### src/rtl/irq_merge_ctrl.sv
module irq_merge_ctrl #(
  parameter int N_PERIPH = 10,
  parameter int N_USER   = 6,
  parameter int ADDR_W   = 5
) (
  input  logic                                clk,
  input  logic                                rst_n,
  input  logic [N_PERIPH-1:0]                 periph_irq,
  input  logic                                ext_irq,
  input  logic [N_USER-1:0]                   user_irq,
  input  logic                                bus_we,
  input  logic [ADDR_W-1:0]                   bus_addr,
  input  logic [N_PERIPH+N_USER:0]            bus_wdata,
  output logic [N_PERIPH+N_USER:0]            bus_rdata,
  output logic                                irq_n,
  output logic                                fiq_n
);

  localparam int NSRC = N_PERIPH + N_USER + 1;
  localparam int LVL_W = N_USER;
  localparam int PRIO_W = LVL_W + 1;

  localparam logic [ADDR_W-1:0] A_MODE = 5'h00;
  localparam logic [ADDR_W-1:0] A_SET  = 5'h01;
  localparam logic [ADDR_W-1:0] A_CLR  = 5'h02;
  localparam logic [ADDR_W-1:0] A_RAW  = 5'h03;
  localparam logic [ADDR_W-1:0] A_PEND = 5'h04;
  localparam logic [ADDR_W-1:0] A_ID   = 5'h05;
  localparam int PRIO_BASE = 8;

  localparam logic [1:0] M_INDIV = 2'd0;
  localparam logic [1:0] M_ENC6  = 2'd1;
  localparam logic [1:0] M_ENC5  = 2'd2;

  logic [1:0]                  mode_q;
  logic [NSRC-1:0]             mask_q;
  logic [NSRC-1:0][PRIO_W-1:0] prio_q;
  logic [LVL_W-1:0]            id_q;

  logic [NSRC-1:0]  raw, keep, raw_vis, pend, fastv;
  logic [N_USER-1:0] user_keep;
  logic [LVL_W-1:0] enc, best;
  logic             fast_any;

  assign raw = {periph_irq, ext_irq, user_irq};

  always_comb begin
    case (mode_q)
      M_ENC6:  user_keep = '0;
      M_ENC5:  user_keep = {{(N_USER-1){1'b0}}, 1'b1};
      default: user_keep = '1;
    endcase
  end

  assign keep    = {{(N_PERIPH+1){1'b1}}, user_keep};
  assign raw_vis = raw & keep;
  assign pend    = raw_vis & mask_q;

  always_comb begin
    case (mode_q)
      M_ENC6:  enc = user_irq;
      M_ENC5:  enc = {user_irq[N_USER-1:1], 1'b0};
      default: enc = '0;
    endcase
  end

  genvar g;
  generate
    for (g = 0; g < NSRC; g++) begin : g_fast
      assign fastv[g] = prio_q[g][PRIO_W-1];
    end
  endgenerate

  assign fast_any = |(pend & fastv);

  always_comb begin
    best = enc;
    for (int i = 0; i < NSRC; i++) begin
      if (pend[i] && !fastv[i] && prio_q[i][LVL_W-1:0] > best)
        best = prio_q[i][LVL_W-1:0];
    end
  end

  always_ff @(posedge clk or negedge rst_n) begin
    if (!rst_n) begin
      id_q  <= '0;
      irq_n <= 1'b1;
      fiq_n <= 1'b1;
    end else begin
      id_q  <= best;
      irq_n <= (best == '0);
      fiq_n <= !fast_any;
    end
  end

  always_ff @(posedge clk or negedge rst_n) begin
    if (!rst_n) begin
      mode_q <= M_INDIV;
      mask_q <= '0;
      prio_q <= '0;
    end else if (bus_we) begin
      if (bus_addr == A_MODE) mode_q <= bus_wdata[1:0];
      if (bus_addr == A_SET)  mask_q <= mask_q | bus_wdata;
      if (bus_addr == A_CLR)  mask_q <= mask_q & ~bus_wdata;
      for (int i = 0; i < NSRC; i++) begin
        if (bus_addr == ADDR_W'(PRIO_BASE + i))
          prio_q[i] <= bus_wdata[PRIO_W-1:0];
      end
    end
  end

  always_comb begin
    bus_rdata = '0;
    case (bus_addr)
      A_MODE:        bus_rdata = {{(NSRC-2){1'b0}}, mode_q};
      A_SET, A_CLR:  bus_rdata = mask_q;
      A_RAW:         bus_rdata = raw_vis;
      A_PEND:        bus_rdata = pend;
      A_ID:          bus_rdata = {{(NSRC-LVL_W){1'b0}}, id_q};
      default: begin
        for (int i = 0; i < NSRC; i++) begin
          if (bus_addr == ADDR_W'(PRIO_BASE + i))
            bus_rdata = {{(NSRC-PRIO_W){1'b0}}, prio_q[i]};
        end
      end
    endcase
  end


  mask_set_chk: assert property (@(posedge clk) disable iff (!rst_n)
    (bus_we && bus_addr == A_SET) |=> ((mask_q & $past(bus_wdata)) == $past(bus_wdata)));


  mask_clr_chk: assert property (@(posedge clk) disable iff (!rst_n)
    (bus_we && bus_addr == A_CLR) |=> ((mask_q & $past(bus_wdata)) == '0));


  id_idle_chk: assert property (@(posedge clk) disable iff (!rst_n)
    irq_n |-> (id_q == '0));


  enc6_req_chk: assert property (@(posedge clk) disable iff (!rst_n)
    (mode_q == M_ENC6 && user_irq != '0 && !(bus_we && bus_addr == A_MODE))
      |=> (!irq_n && id_q >= $past(user_irq)));


  enc5_req_chk: assert property (@(posedge clk) disable iff (!rst_n)
    (mode_q == M_ENC5 && user_irq[N_USER-1:1] != '0) |=> !irq_n);

endmodule

### config.mk
export PLATFORM = sky130hd
export DESIGN_NAME = irq_merge_ctrl
export DESIGN_NICKNAME = d
export VERILOG_FILES = /design/src/rtl/irq_merge_ctrl.sv
export SDC_FILE = /design/constraint.sdc
export NUM_CORES = 1
export LEC_CHECK = 0
export ABC_CLOCK_PERIOD_IN_PS = 61800
export BUFFER_PORTS_ARGS = -buffer_cell sky130_fd_sc_hd__buf_2
export CAP_MARGIN = 25
export CORE_MARGIN = 5
export CORE_UTILIZATION = 40
export CTS_BUF_LIST = sky130_fd_sc_hd__clkbuf_8
export DETAILED_ROUTE_END_ITERATION = 16
export SYNTH_ARGS = -nofsm -noshare
export SYNTH_HDL_FRONTEND = slang
export SYNTH_SLANG_ARGS = --single-unit
### constraint.sdc
create_clock -name clk -period 61.8 [get_ports clk]
set_input_delay 18.54 -clock clk [delete_from_list [all_inputs] [get_ports clk]]
set_output_delay 18.54 -clock clk [all_outputs]
set_load 0.03 [all_outputs]
==> results.txt, run 1 <==
The worst setup path is of the in -> reg kind. The leakage component of the power is 5.856 nW. The detail-routed via count per cell came out at between 6 and 7. The number of flops mapped to enable cells by yosys came out at 0.

The worst hold path belongs to the class reg -> reg. The slowest cell on the critical path is a21boi_1. After detailed routing, the number of remaining DRC violations is 0. The number of endpoints failing setup at the final stage is 0. The total number of H-tree levels came out at 4. The synthesized cell area came out at 0.01239 mm^2.

The cts-stage hold buffer count is 0. The path depth of the worst reg2reg path came out at between 100 and 150. The starting density of the core came out at between 40% and 50%. The overall overflow remaining after global route is 0. The wire length of the first global-routing pass is around 63,000 um. The number of instances on the worst hold path is 1.

The number of nets in the finished design is roughly 1,500. Clock-pin slew was measured on the worst setup and hold paths at 90 ps. Entering global routing, the biggest net connects 79 pins. After synthesis, the cell types taking the most area are dfrtp_1 (29%), mux2_2 (13%), ha_1 (6.3%). For this run, the register share of the synthesized area comes to between 20% and 30%. In the final layout, the share of cells above drive strength 1 is between 20 and 25%.

After synthesis, the largest family of logic cells by area is compound AO/OA/AOI/OAI gates. The critical hold path startpoint is prio_q[49]$_DFFE_PN0P_. The share of the synthesized area in the top cell type came out at a little under 30%. For hold timing, the worst endpoint is prio_q[49]$_DFFE_PN0P_. The number of antenna diodes in the final layout is 0. Along the worst path, the maximum fanout reaches 13. The initial antenna violation count was 1. Counting every instance in the synthesized netlist gives roughly 1,400. The adder-cell share of the synthesized area is between 7 and 8%. The die is around 190 um tall. The number of global-route vias before repair is ~11,000. The complex-gate fraction of the synthesized area came out at between 20% and 30%. The average instance in the mapped netlist occupies slightly above 9 um^2. The source of the worst register-to-register timing path is mode_q[0]$_DFFE_PN0P_. Setup total negative slack on the finished layout was measured at 0 ps.

The iteration-0 DRC count of the detailed router came out at between 900 and 1,000. Buffers added to address setup during post-CTS repair amount to 0. The worst setup path is captured at a flop. In the final routed layout, each cell accounts on average for roughly 23 um.

The clock root buffer is clkbuf_8. The data required time of the critical path came out at 62,150 ps. Among the stages of the critical path, the cell type that occurs most often is ha_1.

No sink is reached through more buffers than the 2 on the longest clock path. The remaining antenna violation count came out at 0. STA classifies the critical path startpoint as an input pin. The region available for standard cell placement spans ~0.031 mm^2. The die width came out at ~190 um. The critical path data arrival time came out at about 50,000 ps. The area growth from synthesis to layout is 7.888%. For the worst-skew pair, the clock arrives at the later sink with an insertion delay of between 400 and 500 ps.

After synthesis, the share of flip-flops with an asynchronous set or reset is 100.0%. Measured against the total synthesized area, the mux share comes to approximately 18%. The peak ir drop on the vdd network is 0.02333 mV. The relative max-transition margin came out at 28.94%.

Before antenna repair, the detailed router went through 8 iterations. The finished layout holds about 1,800 standard cells, fillers aside. The count of max-cap constraint violations is 0. The count of standard-cell rows came out at between 60 and 70. The actual slew at the worst max-slew pin came out at ~1100 ps. The floorplan step defined a die boundary enclosing roughly 0.035 mm^2. Dividing the final minimum period by the clock period gives between 80% and 90%. After synthesis the netlist holds a flip-flop and latch count of roughly 150. Setup repair after global routing left no endpoint under its margin.

Static timing analysis puts the maximum clock frequency at just over 20 MHz. The worst flop-to-flop path endpoint is irq_n$_DFF_PN1_. The CTS sink count came out at between 100 and 150.

The setup clock skew after layout came out at between 10 and 15 ps. The worst path in the final design needs a cycle of slightly below 50,000 ps, including I/O delays and setup. The synthesized netlist devotes ~15% of its cell area to simple gates. The cell type with the largest total area after synthesis is dfrtp_1.

On the worst path, the slowest cell contributes a delay of approximately 690 ps. The number of vias after detailed routing came out at approximately 11,000. Yosys mapped the design onto 107 distinct sky130hd cell types.

Counting the buffers created by CTS gives 17. The global placement routability congestion came out at 0.9233. The run finished with clean final reports.

The final wirelength came out at a little over 40,000 um. The most used flip-flop cell after synthesis is dfrtp_1. The number of max-slew violations in the final report came out at 0. The number of hold violations in the final report is 0. Pin placement for this block handled 61 I/O pins. The estimated wirelength of the detail-placed design is around 31,000 um. The number of synthesis warnings came out at 0. The post-synthesis share of cell area spent on xor and xnor gates came out at 3.040%. The number of nets in the synthesized netlist is 1,455.

TritonCTS built the clock tree. The setup check on the worst reg-to-reg path leaves a slack of 29,140 ps. The count of buffers from port buffering is 60. Global routing used 23.63% of the available tracks across all layers. The post-cts sizing count is 0.

The number of instances in the placed design came out at approximately 1,700. The power density of the placed cells came out at around 51 mW/mm^2.
Yosys cell counts, types with 7 or more instances:
| cell type | instances |
|---|---|
| o211ai_1 | 11 |
| a31oi_1 | 27 |
| and3_1 | 8 |
| o21a_1 | 9 |
| nand4_1 | 16 |
| nor2b_1 | 10 |
| mux2_2 | 148 |
| xor2_1 | 11 |
| nand3_1 | 38 |
| a22o_1 | 26 |
| a21oi_1 | 61 |
| nor4_1 | 14 |
| nor2_1 | 74 |
| inv_1 | 96 |
| dfrtp_1 | 144 |
| o21ai_0 | 34 |
| nand3b_1 | 7 |
| ha_1 | 62 |
| clkbuf_1 | 54 |
| a21o_1 | 24 |
| maj3_1 | 16 |
| nor3_1 | 21 |
| a221oi_1 | 18 |
| and2_1 | 9 |
| o21ai_1 | 14 |
| buf_1 | 8 |
| a22oi_1 | 19 |
| nand2_1 | 117 |
| mux2i_1 | 46 |
| nand2b_1 | 12 |
| xnor2_1 | 32 |
layout make-up:
class                   count  area (um^2)
clock buffers              19        261.5
clock inverters            10        88.84
fillers                  3056        17220
inverters                  96        360.3
multi-input cells        1039         8088
flip-flops and latches    146         3656
well taps                 396        495.5
repair buffers             72        416.7
routing by layer:
| layer | vias up | global-route usage, % | share of wire [%] |
|---|---|---|---|
| met1 | 5364 | 31.89 | 44 |
| met5 | - | 0 | 0.027 |
| met3 | 68 | 3.264 | 5.7 |
| li1 | 5067 | - | - |
| met4 | 2 | 6.325 | 2.5 |
| met2 | 383 | 39.92 | 48 |
critical path, delay by kind of cell:
| kind | cells | cell delay [ps] |
|---|---|---|
| mux | 14 | 4280 |
| compound gates | 49 | 12290 |
| buf+inv | 12 | 1150 |
| fa+ha+maj | 21 | 6620 |
| simple gates | 35 | 6910 |
stage by stage:
stage | utilization [%] | setup slack (ps) | cell area [um^2] | total power [mW] | hold slack (ps)
final | 43.70 | 12340 | 13370 | 0.6781 | 578.9
after global routing | 43.70 | 10050 | 13370 | 0.7345 | 586.8
after CTS | 43.61 | 12540 | 13340 | 0.6747 | 568.7
after detailed placement | 42.46 | 12150 | 12990 | 0.6029 | 545.1
after global placement | 42.46 | 13110 | 12990 | 0.5960 | 546.8
after floorplan | - | 15520 | 12390 | 0.4975 | 502.1
cells by family after synthesis:
kind of cell / count (synthesis)
muxes: 204
AOI/OAI and AO/OA: 351
buffers and inverters: 166
adders and majority gates: 78
DFF: 146
xor gates and xnor gates: 43
and+or+nand+nor: 363
where the power goes:
| group | leakage, nW | switching, mW | internal (mW) |
|---|---|---|---|
| Sequential | 1.84 | 0.0389 | 0.117 |
| Combinational | 3.84 | 0.258 | 0.193 |
| Clock | 0.177 | 0.0383 | 0.0331 |
worst max-delay path by stage:
stage                       to   startpoint
2_1_floorplan  irq_n$_DFF_PN1_  user_irq[5]
3_3_place_gp   irq_n$_DFF_PN1_  user_irq[3]
3_5_place_dp   irq_n$_DFF_PN1_  user_irq[5]
4_1_cts        irq_n$_DFF_PN1_  user_irq[5]
5_1_grt        irq_n$_DFF_PN1_  user_irq[5]
6_report       irq_n$_DFF_PN1_  user_irq[5]
placed cells by master, fill, tap and decap left out, drive strengths merged, types with 7 or more instances in the layout:
cell,count
o21ai,51
o21a,10
a21o,24
and3,9
mux2i,49
maj3,16
mux2,155
clkbuf,19
o2111ai,7
nor3,21
nor2b,10
a31oi,30
xnor2,32
nor4,15
nand2,118
inv,98
xor2,11
a211oi,7
dfrtp,144
nand4,17
ha,62
nand2b,12
nand3,39
nor2,75
a21oi,64
buf,72
and2,9
a22o,26
nand3b,7
a22oi,19
o211ai,13
a221oi,19
Note: power is estimated with default switching activity, not from simulation.
==> run 2, diff against run 1 <==
--- a/config.mk
+++ b/config.mk
@@ -5,7 +5,8 @@
 export SDC_FILE = /design/constraint.sdc
 export NUM_CORES = 1
 export LEC_CHECK = 0
-export ABC_CLOCK_PERIOD_IN_PS = 61800
+export ABC_AREA = 1
+export ABC_CLOCK_PERIOD_IN_PS = 49700
 export BUFFER_PORTS_ARGS = -buffer_cell sky130_fd_sc_hd__buf_2
 export CAP_MARGIN = 25
 export CORE_MARGIN = 5
==> constraint.sdc (replaced) <==
create_clock -name clk -period 49.7 [get_ports clk]
set_input_delay 14.91 -clock clk [delete_from_list [all_inputs] [get_ports clk]]
set_output_delay 14.91 -clock clk [all_outputs]
set_load 0.03 [all_outputs]
==> results.txt, run 2 <==
The flow ran to the end, and the final reports show no timing, DRC or antenna violations. For this design, the sink count on the clock tree is ~150. The relative max-transition margin came out at a little over a third. Summed over all layers, the routed wires come to around 37,000 um. The count of pins on the block boundary came out at between 60 and 70. The post-cts sizing count came out at 0. After the first detailed-routing iteration, the DRC count stood at roughly 1,000. OpenSTA, run right after detailed placement, puts the worst setup slack at about 15,000 ps. The global-route usage over all layers is a little over a fifth.

The most instantiated library cell after synthesis is nand2_1. Summing all multi-input logic gate instances after layout gives between 0.007 and 0.008 mm^2. The overall overflow remaining after global route came out at 0. The estimated wirelength of the detail-placed design came out at between 20,000 and 30,000 um. The congestion estimate from routability-driven global placement came to about 0.90. The synthesis-to-layout area growth is 7.744%. Summing internal, switching and leakage power gives 870.2 uW. The count of standard-cell rows came out at 64. The storage element area is 0.003656 mm^2. From left edge to right edge, the die measures about 180 um. Counting distinct cell types in the post-synthesis netlist gives 40.

The number of hold violations in the final report came out at 0. After clock tree synthesis, the setup repair step added 0 buffers. STA classifies the critical path startpoint as an input pin.

The flip-flop cell with the highest count after synthesis is dfrtp_1. The gate family responsible for the most delay along the worst path is simple AND/OR/NAND/NOR gates. The H-tree was split into 4 levels. Setup repair after global routing left no endpoint under its margin. The total die area is ~0.034 mm^2. The count of buffers from port buffering is 60. After synthesis, the cell types taking the most area are dfrtp_1 (29%), nand2_1 (15%), o21ai_0 (8.2%).

The initial antenna violation count was 4. The post-synthesis sequential area ratio is 29.89%. After detailed placement, the total cell area comes to ~0.013 mm^2. At the pin with the least slew margin, the transition time is roughly 960 ps. For this run, design rule violations remaining after detail routing come to 0. The post-route cell area is between 0.01 and 0.015 mm^2. dfrtp_1 takes more of the synthesized area than any other cell.

The cell area that synthesis handed to floorplanning was 0.01223 mm^2. The number of max-slew violations in the final report is 0. The cell count after synthesis came out at ~1,800. The average wire length per cell after detail routing is around 17 um.

The remaining antenna violation count is 0. STA puts the critical path data required time at ~50,000 ps. The delay of the slowest cell on the worst path is roughly 370 ps.

The type of the worst min-delay path is reg -> reg. Synthesis inferred 146 register bits. The worst register-to-register path has a setup slack of around 29,000 ps.

The number of global-route vias before repair came to between 10,000 and 15,000. Summed over all failing endpoints, the final setup total negative slack is 0 ps. For the worst-skew pair, the clock arrives at the later sink with an insertion delay of between 400 and 500 ps. The library cell used most frequently in the layout, excluding fill and tap cells, is nand2_1.

The first-pass detailed-route iteration total came out at 6. The critical path is of the in -> reg type. The routed layout has approximately 12,000 vias.

Entering global routing, the biggest net connects 97 pins. The startpoint identified for the worst register-to-register timing path is mode_q[0]$_DFFE_PN0P_. Data on the critical path arrives at its endpoint at between 30,000 and 40,000 ps. The number of instances on the worst hold path is 2. The clock buffer count from CTS is 17. The uppermost layer routed is met5. The post-synthesis async set-or-reset flop share came out at between 90% and 100%. The detail-routed via count per cell is 5.302. The worst-path maximum fanout came out at 12.

The critical path buffer and inverter count is 17. The post-route minimum period came out at 34,360 ps. The setup slack after layout is about 15,000 ps. The routed design uses between 15,000 and 20,000 um of met2 wire. The core box area came out at ~0.03 mm^2. The number of endpoints failing setup at the final stage is 0. The maximum buffer depth of the clock tree came out at 2. The mean cell area of the mapped netlist came out at 6.879 um^2. The power density of the placed cells is approximately 66 mW/mm^2. The post-synth net total came out at between 1,500 and 2,000. The path depth of the worst reg2reg path came out at ~140. The share of the synthesized area in the top cell type is between 20 and 30%. The number of synthesis warnings is 0. The slowest stage of the critical path belongs to the cell o21ai_0. The starting density of the core is between 40 and 50%.

In this run the critical register-to-register path is captured at irq_n$_DFF_PN1_. The number of nets in the finished design is 1,917. In this design, the critical path's most frequently occurring cell is nand2_1. The startpoint identified for the worst hold timing path is prio_q[105]$_DFFE_PN0P_. The first global-routing pass estimated between 50,000 and 60,000 um of wire.

The routed design uses around 1800 um of met3 wire. The wire length the detailed router placed on met1 is between 15,000 and 20,000 um. The part of the cycle the worst path needs came out at approximately 70%. The count of filler cells inserted in the layout came out at roughly 3,200. The setup clock skew after layout came out at roughly 15 ps.

The peak ir drop on the vdd network came out at 0.05249 mV. The layout cell share with drive strength beyond 1 is about 16%. The worst setup path is captured at a flop. The maximum achievable frequency came out at approximately 29 MHz. In the synthesized netlist, the cells that appear most often are nand2_1 (503), inv_1 (210), o21ai_0 (200), nand3_1 (184), dfrtp_1 (144). Summed over all cells, the static leakage comes to 6.845 nW. The CTS clock-pin slew for the worst setup and hold paths came out at roughly 90 ps. The overall die height came out at roughly 180 um.

The tool flagged a number of max-cap violations equal to 0. In the layout the commonest cells are nand2_1 (503), inv_1 (211), o21ai_0 (200). The clock tree from TritonCTS is done. The cell sitting at the root of the clock tree is a clkbuf_8. The number of flops mapped to enable cells by yosys came out at 0. The cts-stage hold buffer count is 0. The worst hold path terminates at prio_q[105]$_DFFE_PN0P_.
==> run 2: cell types whose count changed after synthesis, sizes merged, moves of 26 or more <==
| cell | previous run | this run |
|---|---|---|
| nand3 | 39 | 236 |
| o21bai | 3 | 29 |
| o21ai | 51 | 208 |
| nand2 | 118 | 591 |
| a31oi | 30 | 0 |
| a21oi | 64 | 16 |
| xnor2 | 32 | 0 |
| nor2 | 75 | 128 |
| mux2 | 155 | 0 |
| mux2i | 49 | 0 |
| inv | 96 | 229 |
| a22o | 26 | 0 |
==> run 2: routing by layer <==
metal | vias to the layer above | global-route usage [%]
met5 | - | 0
met4 | 4 | 6.254
met3 | 59 | 3.123
met2 | 326 | 35.55
met1 | 5477 | 30.45
li1 | 5914 | -
==> run 2: kinds of logic (layout without fill, tap and decap cells) <==
family	count (synthesis)	after routing	synth area share, %
other cells	0	1	0
compound gates	299	299	14.08
buf+inv	279	326	9.811
simple gates	992	992	39.88
fa+ha+maj	62	62	6.343
flops	146	146	29.89
==> run 2: worst max-delay path by stage <==
stage	start	end	slack [ps]	cells past startpoint
2_1_floorplan	user_irq[4]	irq_n$_DFF_PN1_	16940	155
3_3_place_gp	user_irq[2]	irq_n$_DFF_PN1_	15550	141
3_5_place_dp	user_irq[2]	irq_n$_DFF_PN1_	15070	139
4_1_cts	user_irq[2]	irq_n$_DFF_PN1_	15510	139
5_1_grt	user_irq[4]	irq_n$_DFF_PN1_	13220	142
6_report	user_irq[2]	irq_n$_DFF_PN1_	15340	139
==> run 2: layout make-up <==
type,instances,area share [%]
timing repair buffer,65,2.611
clock inverter,12,1.367
antenna,1,0.01899
clock buffer,19,1.984
sequential,146,27.74
inverter,230,6.551
multi-input combinational,1353,55.96
tap,396,3.760
==> run 2: worst register-to-register path: cells and delay by family, from the launching register on <==
kind / cells / cell delay (ps)
buf+inv: 17 / 1790
fa+ha+maj: 18 / 5750
compound gates: 19 / 4930
flops: 1 / 440
simple gates: 87 / 8000
==> run 2: metrics by stage <==
step	hold WS [ps]	cells	util, %
6_report	491.4	2222	43.31
5_1_grt	509.0	2222	43.31
4_1_cts	495.9	2221	43.30
3_5_place_dp	473.5	2190	41.85
3_3_place_gp	465.9	2190	41.85
2_1_floorplan	453.0	1778	-
==> run 2: power breakdown <==
part | internal (mW) | leakage [nW] | total (mW) | switching, mW
sequential | 0.145 | 1.88 | 0.177 | 0.0320
combinational | 0.207 | 4.75 | 0.586 | 0.379
clock | 0.0575 | 0.224 | 0.107 | 0.0497
